[config.mk]
export PLATFORM = sky130hd
export DESIGN_NAME = pci_cfg_xlat
export DESIGN_NICKNAME = d
export VERILOG_FILES = /design/src/rtl/pci_cfg_xlat.sv
export SDC_FILE = /design/constraint.sdc
export NUM_CORES = 1
export LEC_CHECK = 0
export CAP_MARGIN = 0
export CORE_ASPECT_RATIO = 1.5
export CORE_MARGIN = 4
export CORE_UTILIZATION = 35
export CTS_CLUSTER_DIAMETER = 50
export DETAILED_ROUTE_END_ITERATION = 6
export DONT_BUFFER_PORTS = 1
export MAX_ROUTING_LAYER = met4
export PLACE_DENSITY = 0.57
export SKIP_CTS_REPAIR_TIMING = 1
export SYNTH_ARGS = -nofsm -noshare
export SYNTH_HDL_FRONTEND = slang
export SYNTH_SLANG_ARGS = --single-unit
[constraint.sdc]
create_clock -name clk -period 5 [get_ports clk]
set_clock_uncertainty 0.1 [all_clocks]
set_input_delay 0.25 -clock clk [delete_from_list [all_inputs] [get_ports clk]]
set_output_delay 0.25 -clock clk [all_outputs]
set_load 0.005 [all_outputs]
[src/rtl/pci_cfg_xlat.sv]
module pci_cfg_xlat #(
  parameter logic [31:0] BASE_ADDR = 32'h8001_0000,
  parameter int TIMEOUT = 5,
  parameter int BUS0_OFS = 48
) (
  input  logic        clk,
  input  logic        rst_n,
  input  logic [1:0]  reg_sel,
  input  logic        reg_we,
  input  logic [31:0] reg_wdata,
  output logic [31:0] reg_rdata,
  input  logic        cfg_req,
  input  logic        cfg_own,
  input  logic        cfg_we,
  input  logic [15:0] cfg_addr,
  input  logic [31:0] cfg_wdata,
  output logic [31:0] cfg_rdata,
  output logic        cfg_done,
  input  logic        dma_busy,
  output logic        pci_cyc,
  output logic        pci_we,
  output logic [7:0]  pci_bus,
  output logic [31:0] pci_addr,
  output logic [31:0] pci_wdata,
  input  logic        pci_ack,
  input  logic [31:0] pci_rdata
);
  localparam int CW = $clog2(TIMEOUT + 1);
  localparam logic [CW-1:0] CLAST = CW'(TIMEOUT - 1);

  typedef enum logic [1:0] {IDLE, STALL, BUSY, FIN} st_t;
  st_t state;

  logic [31:0] ctrl;
  logic        st_valid, st_err;
  logic [CW-1:0] cnt;
  logic [7:0]  lat_devfn, lat_bus;
  logic [5:0]  lat_off;
  logic        lat_we;
  logic [31:0] lat_wdata, rdata_q;

  function automatic logic [31:0] swap32(input logic [31:0] d);
    return {d[7:0], d[15:8], d[23:16], d[31:24]};
  endfunction

  wire take    = (state == IDLE) && cfg_req;
  wire drop    = !cfg_own && cfg_addr[15];
  wire bus_end = (state == BUSY) && (pci_ack || cnt == CLAST);
  wire fin_set = (take && drop) || bus_end;
  wire abort   = (state == BUSY) && !pci_ack;
  wire [7:0] cur_bus = ctrl[23:16];

  always_comb begin
    case (reg_sel)
      2'd0:    reg_rdata = ctrl;
      2'd1:    reg_rdata = {11'd0, st_valid, st_err, 19'd0};
      2'd2:    reg_rdata = {24'd0, cur_bus};
      default: reg_rdata = 32'd0;
    endcase
  end

  always_ff @(posedge clk) begin
    if (!rst_n) ctrl <= '0;
    else if (reg_we && reg_sel == 2'd0) ctrl <= reg_wdata;
    else if (reg_we && reg_sel == 2'd2) ctrl[23:16] <= reg_wdata[7:0];
  end

  always_ff @(posedge clk) begin
    if (!rst_n) begin
      st_valid <= 1'b0;
      st_err   <= 1'b0;
    end else begin
      if (reg_we && reg_sel == 2'd1) begin
        if (reg_wdata[20]) st_valid <= 1'b0;
        if (reg_wdata[19]) st_err   <= 1'b0;
      end
      if (fin_set) begin
        st_valid <= 1'b1;
        st_err   <= abort;
      end
    end
  end

  always_ff @(posedge clk) begin
    if (!rst_n) begin
      state     <= IDLE;
      cnt       <= '0;
      lat_devfn <= '0;
      lat_bus   <= '0;
      lat_off   <= '0;
      lat_we    <= 1'b0;
      lat_wdata <= '0;
      rdata_q   <= '0;
    end else begin
      case (state)
        IDLE: if (cfg_req) begin
          lat_we    <= cfg_we;
          lat_off   <= cfg_addr[7:2];
          lat_wdata <= swap32(cfg_wdata);
          lat_bus   <= cfg_own ? 8'd0 : cur_bus;
          if (cfg_own) lat_devfn <= 8'd0;
          else if (cur_bus == 8'd0) lat_devfn <= cfg_addr[15:8] + 8'(BUS0_OFS);
          else lat_devfn <= cfg_addr[15:8];
          if (drop) begin
            rdata_q <= '1;
            state   <= FIN;
          end else state <= STALL;
        end
        STALL: if (!dma_busy) begin
          cnt   <= '0;
          state <= BUSY;
        end
        BUSY: begin
          if (pci_ack) begin
            rdata_q <= swap32(pci_rdata);
            state   <= FIN;
          end else if (cnt == CLAST) begin
            rdata_q <= '1;
            state   <= FIN;
          end else cnt <= cnt + 1'b1;
        end
        default: state <= IDLE;
      endcase
    end
  end

  assign cfg_done  = (state == FIN);
  assign cfg_rdata = rdata_q;
  assign pci_cyc   = (state == BUSY);
  assign pci_we    = lat_we;
  assign pci_bus   = lat_bus;
  assign pci_addr  = BASE_ADDR | {16'd0, lat_devfn, 8'd0} | {24'd0, lat_off, 2'b00};
  assign pci_wdata = lat_wdata;
endmodule

* Word level (Yosys, flattened, before mapping)
Index checks and enable logic that the tools add are counted.
Cells by class: bitwise gates (word level) 1, multiply operators 0, divide/modulo/power cells 0, reduce and logical (&&, ||, !) cells 27, eq/ne operators 12, order comparisons 0, muxes and demuxes 27, add/sub/neg operators 2, shift operators 0
Operators with widths (count):
- $mux W32 | 4
- $pmux W32 S3 | 1
- $pmux W32 S2 | 1
- $mux W8 | 5
- $or A32 B8 Y32 | 1
- $reduce_bool A2 Y1 | 6
- $mux W2 | 5
- $ne A2 B2 Y1 const B | 5
- $mux W3 | 3
- $add A8 B6 Y8 const B | 1
- $logic_and A1 B1 Y1 | 8
- $logic_not A8 Y1 | 1
- $reduce_and A4 Y1 | 2
- $eq A2 B2 Y1 const B | 3
- $mux W1 | 6
- $pmux W2 S3 | 1
- $pmux W3 S2 | 1
- $reduce_and A2 Y1 | 3
- $eq A2 B1 Y1 const B | 2
- $logic_not A2 Y1 | 2
- $add A3 B1 Y3 const B | 1
- $eq A3 B3 Y1 const B | 1
- $ne A3 B1 Y1 const B | 1
- $reduce_and A3 Y1 | 1
- 2 further kinds | 4
Word-level totals: RAM bits 0, bits in registers 126, memories 0, output and inout port bits 139, bits in latches 0, bits of input ports 122, word-level logic and storage cells 81, ROM bits 0

* Longest topological paths before layout
depth after elaboration 6, gate-level depth with buffers 9, gate-level depth less buffers 6

* Worst setup path after synthesis
No wires, ideal clock.
path kind register to register, start register state[0], end register rdata_q[10], in the netlist cfg_rdata[10], required time 4840 ps, arrival 1626 ps, setup time 60 ps, cell stages (with the launch flop) 8, path slack 3214 ps, path buffers 1, period minus slack after synthesis 1786 ps, cell sequence dfxtp_1 > inv_1 > ha_1 > nor2b_1 > and2_1 > a221oi_4 > buf_4 > o221a_1
On the way: longest elaborated chain between the ends 3, elaborated cells between the ends (all ways) 8, classes of those cells eq/ne: 4; mux: 1; reduce/logical: 3
RTL lines:
- from (decl) | RTL line 32 | st_t state;
- from (signal assigned) | RTL line 86 | state <= IDLE;
- from (signal assigned) | RTL line 106 | state <= FIN;
- from (signal assigned) | RTL line 107 | end else state <= STALL;
- $eq A2 B2 Y1 *
- via pci_cyc | RTL line 20 | output logic pci_cyc,
- $ne A3 B1 Y1 (no line) / $reduce_bool A2 Y1 (equally long branches)
- $reduce_and A4 Y1 (no line)
- to (signal assigned) | RTL line 115 | rdata_q <= swap32(pci_rdata);
- to (decl) | RTL line 40 | logic [31:0] lat_wdata, rdata_q;
Mark *: on every way through the listed nets, which the timed path passes. The rest lies on a longest branch. A chain may end at the register's enable or synchronous reset.

* Worst setup path after layout
start register state[0], end register lat_wdata[31], in the netlist pci_wdata[31]
On the way: longest elaborated chain between the ends 2
RTL lines:
- $logic_not A2 Y1 | RTL line 95 | case (state)
- $reduce_and A2 Y1 (no line)
- to (signal assigned) | RTL line 99 | lat_wdata <= swap32(cfg_wdata);
- to (decl) | RTL line 40
Every way passes these cells.

==> impl_metrics.tcl <==
set metrics [dict create \
    syn_area_um2 5460 \
    ir_drop_mv 0.217 \
    start_kind "flop" \
    seq_area_um2 2520 \
    p_leak_nw 2.84 \
    fin_cells 893 \
    drc_errors 0 \
    crit_required_ns 5.26 \
    h-tree-depth 4 \
    cp.arrival_ns 2.94 \
    post_drt_via_cell_ratio 5.09 \
    worst-path-stages 6 \
    worstMarginPinSlew_ns 1.29 \
    reg2reg_depth 6 \
    rsz0062_at_grt "false" \
    yosys_warnings 0 \
    reg2reg_from "state[0]" \
    clkLatencyLatePin_ns 0.41 \
    routed_wl_mm 15.6 \
    rr_endpoint "pci_wdata[31]" \
    synth_edf_count 0 \
    synth.most_common_cell "nand2_1" \
    setup_violations 0 \
    critical_path.max_stage_delay_ns 0.88 \
    fmaxAchievable_mhz 372 \
    fin_crit_sh 0.537 \
    drt_pass1_iterations 4 \
    ys_seq_area_frac 0.462 \
    synthTopCellsByCount "nand2_1, dfxtp_1, a21boi_0, o221a_1, clkbuf_1" \
    fp.coreArea_um2 15200 \
    grt_pass1_vias 4242 \
    numPortBuffers 0 \
    grt_start_max_net_pins 132 \
    hpwl_mm 10.2 \
    timing.final.ws_setup_ns 2.31 \
    holdWs_ns 0.00167 \
    syn_to_final_growth_pct 30.3 \
    antenna_found_initial 0 \
    drtIter0Drc 158 \
    multi_input_area_um2 2600 \
    worstPathMaxFanout 53 \
    crit_end "pci_wdata[31]" \
    syn_inst 601 \
    nNetsFinal 810 \
    hold_viol 0 \
    min_path_type "input pin to flop" \
    clockBufferDepth 2 \
    critPathTopFamily "simple AND/OR/NAND/NOR gates" \
    path_class "flop to flop" \
    clock-sinks 126 \
    crit_chain "inv_1 -> ha_1 -> and2_2 -> nand2_1 -> a21boi_0 -> dlygate4sd3_1" \
    path_clk_slew_ns 0.06 \
    grtUsageTotal 0.159 \
    max-cap-violations 0 \
    synth_top_area_share 0.462 \
    synth_top_area_cell "dfxtp_1" \
    drtAntennaViolNets 0 \
    dp.cells 752 \
    synth_flop_cell "dfxtp_1" \
    cts_tree "yes" \
    syn_area_per_cell_um2 9.09 \
    synth.area.top_cells "dfxtp_1, nand2_1, a21boi_0" \
    async_reset_ff_frac 0 \
    antennaDiodeCount 0 \
    fp.dieH_um 161 \
    grt-ovfl-total 0 \
    finalSetupTns_ns 0 \
    crit_path_end_kind "flop" \
    die_w_um 110 \
    ys_seq_elements 126 \
    fill_cells 1407 \
    yosys.cell_types.count 44 \
    drive_gt1_frac 0.0706 \
    finalCriticalPeriod_ns 2.69 \
    rows 55 \
    rrSetupSlack_ns 2.31 \
    cpMaxStageDelayCell "and2_2" \
    initial_core_util 0.359 \
    ioPinCount 261 \
    crit_buf_inv 2 \
    status "complete, no violations" \
    post_drt_wl_per_cell_um 17.4 \
    maxSlewViolCount 0 \
    powerDensity_nw_per_um2 434 \
    pre_cts_slack_ns 2.38 \
    grt_pass1_wl_mm 21.6 \
    die_area_um2 17700 \
    relSlewSlack 0.137 \
    gp_congestion 0.781 \
    vias 4547 \
    cp-startpoint "state[0]" \
    numCtsBuffers 17 \
    cts-root-buf "clkbuf_16" \
]
-- cell usage in the layout (no fill, tap or decap), types with 8 or more instances in the layout --
cell             n
o211a_1          8
nor2b_1         18
a21oi_1         17
dfxtp_1        126
and2_1          23
and3_1          11
o221a_1         30
a21boi_0        51
conb_1          18
dlygate4sd3_1  108
clkbuf_16       17
mux2i_1         20
a21boi_1        13
inv_1            8
nand2_1        146
nor2_1          15
-- tightest hold or removal path, cell delays in order --
cell,delay [ns]
nor2b_1,0.05
nand2_1,0.10
mux2i_1,0.07
-- metal layers --
| layer | vias to the layer above | GRT usage | wire [µm] |
|---|---|---|---|
| li1 | 2171 | - | - |
| met1 | 2149 | 0.163 | 5980 |
| met2 | 209 | 0.279 | 8070 |
| met3 | 18 | 0.0516 | 1280 |
| met4 | 0 | 0.0584 | 214 |
| met5 | - | - | 0 |
-- per-stage QoR --
| stage | cell area (µm²) | total power, mW | util |
|---|---|---|---|
| 4_1_cts | 6010 | 3.04 | 0.395 |
| 3_5_place_dp | 5410 | 1.78 | 0.356 |
| 2_1_floorplan | 5520 | 1.70 | - |
| 3_3_place_gp | 5410 | 1.75 | 0.356 |
| 5_1_grt | 7120 | 3.25 | 0.468 |
| 6_report | 7120 | 3.09 | 0.468 |
-- power breakdown --
part           total (mW)  internal [mW]  switching, mW
Combinational       0.568          0.252          0.316
Clock                1.24          0.784          0.460
Sequential           1.28           1.15          0.122
Total                3.09           2.19          0.898
-- worst min-delay path by stage --
stage,start,endpoint,slack (ns),depth (start not counted)
CTS,reg_wdata[4],ctrl[4],-0.15,2
floorplan,reg_wdata[14],ctrl[14],0.28,2
finish,pci_ack,st_err,0.002,3
global route,pci_ack,st_err,0.009,3
detailed placement,reg_wdata[25],ctrl[25],0.30,2
global placement,reg_wdata[14],ctrl[14],0.29,2
-- logic make-up after synthesis --
kind of cell / Yosys count / synth area share
other: 2 / 0.00137
and+or+nand+nor: 236 / 0.201
muxes: 21 / 0.0387
buffers and inverters: 74 / 0.0742
xor gates and xnor gates: 3 / 0.00481
DFF: 126 / 0.462
adders and majority gates: 7 / 0.0160
AOI/OAI and AO/OA: 132 / 0.202
-- state kept, by name, indices dropped and copies added (netlist names), 2 cells and up --
register	cells
pci_bus	8
cfg_rdata	32
lat_off	6
pci_wdata	32
cnt	3
lat_devfn	8
ctrl	32
state	2
-- layout make-up --
type                       count  area share
sequential                   126       0.354
tap                          199      0.0350
clock inverter                14      0.0236
timing repair buffer         110       0.157
multi-input combinational    417       0.365
clock buffer                  18      0.0603
inverter                       9     0.00475
Power figures use the tool's default switching activity.
